File: src/rtl/imul_pkg.sv
package imul_pkg;

  typedef enum logic [1:0] {
    MOP_LO  = 2'd0,
    MOP_HSS = 2'd1,
    MOP_HUU = 2'd2,
    MOP_HSU = 2'd3
  } mop_e;

  typedef enum logic [1:0] {
    ST_IDLE = 2'd0,
    ST_BUSY = 2'd1,
    ST_OUT  = 2'd2
  } mstate_e;

  function automatic logic mop_is_high(input logic [1:0] op);
    return op != MOP_LO;
  endfunction

endpackage

File: src/rtl/imul_opnd_ext.sv
module imul_opnd_ext
  import imul_pkg::*;
#(
  parameter int XLEN = 32
) (
  input  logic [1:0]      op,
  input  logic [XLEN-1:0] a,
  input  logic [XLEN-1:0] b,
  output logic [XLEN:0]   ext_a,
  output logic [XLEN:0]   ext_b
);
  logic sgn_a;
  logic sgn_b;

  always_comb begin
    unique case (op)
      MOP_HSS: begin sgn_a = 1'b1; sgn_b = 1'b1; end
      MOP_HSU: begin sgn_a = 1'b1; sgn_b = 1'b0; end
      default: begin sgn_a = 1'b0; sgn_b = 1'b0; end
    endcase
  end

  assign ext_a = {sgn_a & a[XLEN-1], a};
  assign ext_b = {sgn_b & b[XLEN-1], b};
endmodule

File: src/rtl/imul_prod.sv
module imul_prod #(
  parameter int XLEN = 32
) (
  input  logic [XLEN:0]   ext_a,
  input  logic [XLEN:0]   ext_b,
  input  logic            hi_sel,
  output logic [XLEN-1:0] result,
  output logic [XLEN-1:0] low_half
);
  localparam int PW = 2 * XLEN;

  logic signed [PW-1:0] wide_a;
  logic signed [PW-1:0] wide_b;
  logic signed [PW-1:0] prod;

  assign wide_a   = {{(XLEN-1){ext_a[XLEN]}}, ext_a};
  assign wide_b   = {{(XLEN-1){ext_b[XLEN]}}, ext_b};
  assign prod     = wide_a * wide_b;
  assign low_half = prod[XLEN-1:0];
  assign result   = hi_sel ? prod[PW-1:XLEN] : prod[XLEN-1:0];
endmodule

File: src/rtl/imul_pair_track.sv
module imul_pair_track
  import imul_pkg::*;
#(
  parameter int XLEN      = 32,
  parameter int REG_IDX_W = 5
) (
  input  logic                 clk,
  input  logic                 rst_n,
  input  logic                 flush,
  input  logic                 accept,
  input  logic [1:0]           op,
  input  logic [REG_IDX_W-1:0] src1,
  input  logic [REG_IDX_W-1:0] src2,
  input  logic [REG_IDX_W-1:0] dst,
  input  logic                 commit,
  input  logic [XLEN-1:0]      low_in,
  output logic                 hit,
  output logic [XLEN-1:0]      saved_low
);
  logic                 kept_vld;
  logic                 pend;
  logic [REG_IDX_W-1:0] kept_s1;
  logic [REG_IDX_W-1:0] kept_s2;
  logic                 qualifies;

  assign qualifies = mop_is_high(op) && (dst != src1) && (dst != src2);
  assign hit = kept_vld && (op == MOP_LO) && (src1 == kept_s1) && (src2 == kept_s2);

  always_ff @(posedge clk) begin
    if (!rst_n) begin
      kept_vld  <= 1'b0;
      pend      <= 1'b0;
      kept_s1   <= '0;
      kept_s2   <= '0;
      saved_low <= '0;
    end else if (flush) begin
      kept_vld <= 1'b0;
      pend     <= 1'b0;
    end else begin
      if (accept) begin
        kept_vld <= 1'b0;
        pend     <= !hit && qualifies;
        if (!hit && qualifies) begin
          kept_s1 <= src1;
          kept_s2 <= src2;
        end
      end
      if (commit && pend) begin
        kept_vld  <= 1'b1;
        pend      <= 1'b0;
        saved_low <= low_in;
      end
    end
  end
endmodule

File: src/rtl/imul_fuse_unit.sv
module imul_fuse_unit
  import imul_pkg::*;
#(
  parameter int XLEN      = 32,
  parameter int REG_IDX_W = 5
) (
  input  logic                 clk,
  input  logic                 rst_n,
  input  logic                 flush,
  input  logic                 in_valid,
  output logic                 in_ready,
  input  logic [1:0]           in_op,
  input  logic [REG_IDX_W-1:0] in_src1,
  input  logic [REG_IDX_W-1:0] in_src2,
  input  logic [REG_IDX_W-1:0] in_dst,
  input  logic [XLEN-1:0]      in_a,
  input  logic [XLEN-1:0]      in_b,
  output logic                 out_valid,
  input  logic                 out_ready,
  output logic [XLEN-1:0]      out_data,
  output logic                 out_fused
);
  mstate_e       state;
  logic          accept;
  logic          pair_hit;
  logic [XLEN-1:0] saved_low;
  logic [XLEN:0] ext_a;
  logic [XLEN:0] ext_b;
  logic [XLEN:0] ea_q;
  logic [XLEN:0] eb_q;
  logic          hi_q;
  logic [XLEN-1:0] mul_res;
  logic [XLEN-1:0] mul_low;

  assign in_ready  = (state == ST_IDLE);
  assign out_valid = (state == ST_OUT);
  assign accept    = in_valid && in_ready;

  imul_opnd_ext #(.XLEN(XLEN)) u_ext (
    .op(in_op), .a(in_a), .b(in_b), .ext_a(ext_a), .ext_b(ext_b)
  );

  imul_prod #(.XLEN(XLEN)) u_prod (
    .ext_a(ea_q), .ext_b(eb_q), .hi_sel(hi_q),
    .result(mul_res), .low_half(mul_low)
  );

  imul_pair_track #(.XLEN(XLEN), .REG_IDX_W(REG_IDX_W)) u_track (
    .clk(clk), .rst_n(rst_n), .flush(flush), .accept(accept),
    .op(in_op), .src1(in_src1), .src2(in_src2), .dst(in_dst),
    .commit(state == ST_BUSY), .low_in(mul_low),
    .hit(pair_hit), .saved_low(saved_low)
  );

  always_ff @(posedge clk) begin
    if (!rst_n) begin
      state     <= ST_IDLE;
      ea_q      <= '0;
      eb_q      <= '0;
      hi_q      <= 1'b0;
      out_data  <= '0;
      out_fused <= 1'b0;
    end else begin
      unique case (state)
        ST_IDLE: if (accept) begin
          if (pair_hit) begin
            out_data  <= saved_low;
            out_fused <= 1'b1;
            state     <= ST_OUT;
          end else begin
            ea_q      <= ext_a;
            eb_q      <= ext_b;
            hi_q      <= mop_is_high(in_op);
            out_fused <= 1'b0;
            state     <= ST_BUSY;
          end
        end
        ST_BUSY: begin
          out_data <= mul_res;
          state    <= ST_OUT;
        end
        ST_OUT: if (out_ready) state <= ST_IDLE;
        default: state <= ST_IDLE;
      endcase
    end
  end
endmodule

File: config.mk
export PLATFORM = sky130hd
export DESIGN_NAME = imul_fuse_unit
export DESIGN_NICKNAME = d
export VERILOG_FILES = /design/src/rtl/imul_pkg.sv /design/src/rtl/imul_opnd_ext.sv /design/src/rtl/imul_prod.sv /design/src/rtl/imul_pair_track.sv /design/src/rtl/imul_fuse_unit.sv
export SDC_FILE = /design/constraint.sdc
export NUM_CORES = 2
export LEC_CHECK = 0
export ABC_AREA = 1
export CAP_MARGIN = 10
export CORE_ASPECT_RATIO = 1.25
export CORE_MARGIN = 4
export CORE_UTILIZATION = 39
export CTS_CLUSTER_DIAMETER = 80
export DETAILED_ROUTE_END_ITERATION = 12
export GPL_TIMING_DRIVEN = 0
export PLACE_DENSITY = 0.6
export SKIP_CTS_REPAIR_TIMING = 1
export SYNTH_ARGS = -nofsm -noshare
export SYNTH_HDL_FRONTEND = slang
export SYNTH_HIERARCHICAL = 1
export SYNTH_SLANG_ARGS = --single-unit
File: constraint.sdc
create_clock -name clk -period 12.6 [get_ports clk]
set_input_delay 3.15 -clock clk [delete_from_list [all_inputs] [get_ports clk]]
set_output_delay 3.15 -clock clk [all_outputs]
set_load 0.03 [all_outputs]
---- Word level (Yosys, flattened, before mapping) ----
Cells that the tools add are included.
storage, ports and cells
  register bits ........................... 146
  input bits .............................. 86
  output and inout bits ................... 35
operators by class
  multiply operators ...................... 1
  equal/unequal tests ..................... 11
  mux-type cells .......................... 13
  bitwise gates (word level) .............. 5
  reductions and logical operators ........ 23
operators by type and width
  operator            count
  $mux 32             3
  $mul 33x33->64      1
  $pmux 32 s2         1
  $eq 5x5->1          2
  $ne 5x5->1          2
  $reduce_and 3->1    3
  $logic_and 1x1->1   8
  $mux 2              3
  $ne 2x1->1 const B  3
  $pmux 2 s3          1
  $reduce_and 2->1    3
  $reduce_bool 2->1   3
  $mux 1              5
  $eq 2x1->1 const B  2
  $eq 2x2->1 const B  2
  $logic_not 2->1     2
  $reduce_or 2->1     2
  $not 1->1           3
  $reduce_or 3->1     1
  $and 1x1->1         2
  $logic_not 1->1     1

---- Longest topological paths before layout ----
  depth after elaboration ................. 7
  gate-level depth with buffers ........... 40
  depth with buffers taken out ............ 38

---- By module ----
Netlist, hierarchy kept.
by module, submodules not included
  module           instances  cells each  area each (sq um)  seq. area each (sq um)
  imul_prod        1          5421        41269.6            0.0
  imul_fuse_unit   1          758         4713.3             2042.0
  imul_pair_track  1          286         1993.2             880.8
  imul_opnd_ext    1          68          498.0              0.0

---- Least setup slack after synthesis ----
No wires, ideal clock.
  path kind ............................... register -> register
  from .................................... register ea_q[32]
  to ...................................... register out_data[31]
  arrival time ............................ 7290 ps
  path slack .............................. 5197 ps
  cell stages (with the launch flop) ...... 34
  buffers on the path ..................... 2
  path through ............................ dfxtp_1 clkbuf_1 clkbuf_1 nand2_1 inv_1 fa_1 inv_1 fa_1 inv_1 fa_1 inv_1 fa_1 fa_1 inv_1 fa_1 inv_1 fa_1 fa_1 inv_1 ha_1 nand2_1 inv_1 nand2_1 nor4_1 and2_1 nand2_1 nand2_1 nand2_1 nand3_1 nand2_1 nand3_1 nand2_1 nor2_1 nor2_1
on the way
  cells in the longest elaborated chain, start to end .. 3
RTL lines
  item                    RTL line              RTL
  start, declared         imul_fuse_unit.sv:29  logic [XLEN:0] ea_q;
  start signal, assigned  imul_fuse_unit.sv:71  ea_q <= ext_a;
  $mul 33x33->64          imul_prod.sv:18       assign prod = wide_a * wide_b;
  $mux 32                 imul_prod.sv:20       assign result = hi_sel ? prod[PW-1:XLEN] : prod[XLEN-1:0];
  named net mul_res[31]   imul_fuse_unit.sv:32  logic [XLEN-1:0] mul_res;
  $pmux 32 s2             imul_fuse_unit.sv:64  unique case (state)
  end signal, assigned    imul_fuse_unit.sv:67  out_data <= saved_low;
  end signal, assigned    imul_fuse_unit.sv:79  out_data <= mul_res;
  end, declared           imul_fuse_unit.sv:20  output logic [XLEN-1:0] out_data,
The timed path passes the listed nets, and every way through them passes these cells.
A chain may end at the register's enable or synchronous reset.

---- Worst setup path after layout ----
  from .................................... register ea_q[32]
  to ...................................... register out_data[24]
Same word-level chain as after synthesis.

==> results.yml <==
critical_path:
  path_class: "reg -> reg"
  cpPeakStageDelay_ps: 790
  start_kind: "register"
  r2r_end: "out_data[24]$_SDFFE_PN0P_"
  crit_buf_inv: 10
  crit_slowest_cell: "clkbuf_1"
  crit_family: "adder cells"
  ff2ff_path_depth: 32
  worstReg2RegStart: "ea_q[32]$_SDFFE_PN0P_"
  cp.required_ps: 13020
  endpoint_kind: "register"
  crit_fanout: 12
  cp.arrival_ps: 10680
  reg2reg_slack_ps: 2340
synthesis:
  ys_async_sr_fraction_pct: 0
  ys_seq_elements: 146
  syn_area_um2: 48500
  ys_warn_count: 6
  avgSynthCellArea_um2: 7.42
  synthFlopType: "dfxtp_1"
  yosysUniqueCellTypes: 39
  synth_fp_nets: 7956
  synth_edf_count: 0
  synthCells: 6533
  yosysSeqAreaShare_pct: 6.03
floorplan:
  num_rows: 144
  core_area_um2: 123000
  initial_core_util_pct: 39.3
  die_w_um: 323
  die_height_um: 402
  die_area_um2: 130000
  pin_count: 121
global_route:
  grt_pass1_wl_um: 311000
  antenna_found_initial: 12
  grt_pass1_vias: 44400
  grt_max_degree: 19
  grt_overflow: 0
  grtUsageTotal_pct: 34.0
clock_network:
  cts_tree: "done"
  worstSkewPairLatency_ps: 560
  cts_buffer_depth: 2
  root_buffer: "clkbuf_16"
  cts_buffers: 17
  clk_pin_slew_ps: 80
  clock-sinks: 146
  htreeDepth: 4
timing:
  fin_worst_skew_ps: 54.2
  whs_ps: 485
  maxSlewViolCount: 0
  slew_headroom_pct: 3.54
  rsz0062_at_grt: "false"
  setup_viol: 0
  post-route-min-period_ps: 10260
  finalSetupTns_ps: 0
  fmax_mhz: 97.4
  final-hold-violation-count: 0
  timing.final.crit_share_pct: 81.5
  tightest_slew_ps: 1450
layout:
  layout_commonest_cell: "inv_1"
  final_cell_mix: "1,954 x inv_1, 1,866 x nand2_1, 1,125 x fa_1, 361 x nor2_1, 289 x clkbuf_1"
  seq_area_um2: 2920
  drive_gt1_share_pct: 3.53
  fin_cells: 8234
  final_nets: 8037
  fin_util_pct: 41.9
  fillers: 13000
  area_growth_syn_to_layout_pct: 6.80
  multi_input_area_um2: 36400
power_and_ir_drop:
  intPower_mw: 4.07
  switchingPower_mw: 7.55
  power.density_nw_per_um2: 224
  leakagePower_nw: 30.7
  swShare_pct: 65.0
  clock_power_share_pct: 5.0
  peakVddDrop_v: 0.000289
  total_power_mw: 11.6
  comb_power_share_pct: 90.6
  seqPwrFrac_pct: 4.4
routing:
  route.detailed.drc: 0
  wl_per_cell_um: 26.2
  wirelength_um: 216000
  drt_first_pass_iters: 8
  drtIter0Drc: 3468
  vias: 41500
  postRouteAntennaNets: 0
  vias_per_cell: 5.04
job:
  max_cap_violations: 0
place:
  place_inst: 8200
  io_buffers: 57
  hpwl_um: 183000
  gp_congestion: 1.03
worst_hold_path:
  min_path_type: "reg -> reg"
  holdPathEnd: "u_track/kept_vld$_SDFFE_PP0P_"
  hp-start: "u_track/kept_vld$_SDFFE_PP0P_"
  hold_depth: 2
outcome:
  status: "completed"
-- per-layer routing --
layer	GRT usage [%]	share of wire [%]
met3	7.36	8.4
met5	0	0.016
met2	55.3	46
met1	40.1	36
met4	23.4	9.0
-- cell type report --
cell class,count,share of cell area (%)
Sequential cell,146,5.65
Antenna cell,1,0.00483
Clock buffer,17,0.822
Multi-Input combinational cell,4038,70.3
Clock inverter,15,0.387
Tap cell,1606,3.88
Timing Repair Buffer,62,1.27
Buffer,390,3.49
Inverter,1959,14.2
-- power groups by stage --
stage                     sequential, mW  combinational (mW)  clock [mW]
after global placement             0.522                10.3           0
after CTS                          0.513                10.4       0.597
after global routing               0.516                11.4       0.612
after detailed placement           0.523                10.3           0
after floorplan                    0.534                6.15           0
final                              0.513                10.5       0.584
-- cells in the mapped netlist, types with 2 or more instances --
library cell	n	area share [%]
dfxtp_1	146	6.0
nand4_1	34	0.44
nand2_2	9	0.12
nor2_1	361	2.8
nand3_2	9	0.19
ha_1	212	5.5
nand3b_1	8	0.12
and3_1	2	0.026
clkbuf_1	290	2.2
o22ai_1	3	0.039
o21ai_0	69	0.71
xor2_2	6	0.20
a21oi_1	64	0.66
buf_6	9	0.21
inv_2	4	0.031
o21ai_1	8	0.083
nor3_2	2	0.041
nand3_4	2	0.072
nand3_1	132	1.4
nor2_4	3	0.070
xor2_1	19	0.34
nor2_2	48	0.62
nand2_1	1866	14
xnor2_1	13	0.23
inv_1	1954	15
buf_4	65	1.0
nor3_1	16	0.17
a21oi_2	2	0.036
or2_2	9	0.12
o21bai_1	7	0.11
buf_2	26	0.27
o21ai_2	2	0.036
nor4_1	2	0.026
and2_1	2	0.026
fa_1	1125	46
-- worst register-to-register path, delay by kind of cell, from the launching register on --
kind                     cells  cell delay [ps]
AND/OR/NAND/NOR              9              980
AO/OA/AOI/OAI                4             1170
adder cells (fa/ha/maj)      9             4900
buffers and inverters       10             2790
flip-flops                   1              330
-- worst max path at each step --
stage,end,depth (start not counted),from
6_report,out_data[24]$_SDFFE_PN0P_,32,ea_q[32]$_SDFFE_PN0P_
5_1_grt,out_data[24]$_SDFFE_PN0P_,32,ea_q[32]$_SDFFE_PN0P_
4_1_cts,out_data[24]$_SDFFE_PN0P_,32,ea_q[32]$_SDFFE_PN0P_
3_5_place_dp,out_data[24]$_SDFFE_PN0P_,32,ea_q[32]$_SDFFE_PN0P_
3_3_place_gp,out_data[24]$_SDFFE_PN0P_,32,ea_q[32]$_SDFFE_PN0P_
2_1_floorplan,out_data[31]$_SDFFE_PN0P_,33,ea_q[32]$_SDFFE_PN0P_
-- sequential cells by signal, summed over array words and instances, names as in the netlist, 2 cells and up --
signal / cells
u_track/kept_s2: 5
u_track/kept_s1: 5
ea_q: 33
u_track/saved_low: 32
state: 2
eb_q: 33
out_data: 32
-- stage by stage --
| stage | instance area (um^2) | setup slack (ps) |
|---|---|---|
| 2_1_floorplan | 48500 | 5200 |
| 3_5_place_dp | 51100 | 2500 |
| 4_1_cts | 51800 | 2460 |
| 3_3_place_gp | 51100 | 2580 |
| 6_report | 51800 | 2340 |
| 5_1_grt | 51800 | 2030 |
-- logic make-up after synthesis --
family | share of synthesized area (%)
AND/OR/NAND/NOR | 20.6
flip-flops | 6.03
buffers and inverters | 18.9
AO/OA/AOI/OAI | 1.72
adder cells (fa/ha/maj) | 51.9
XOR/XNOR | 0.780
Power figures use the tool's default switching activity.
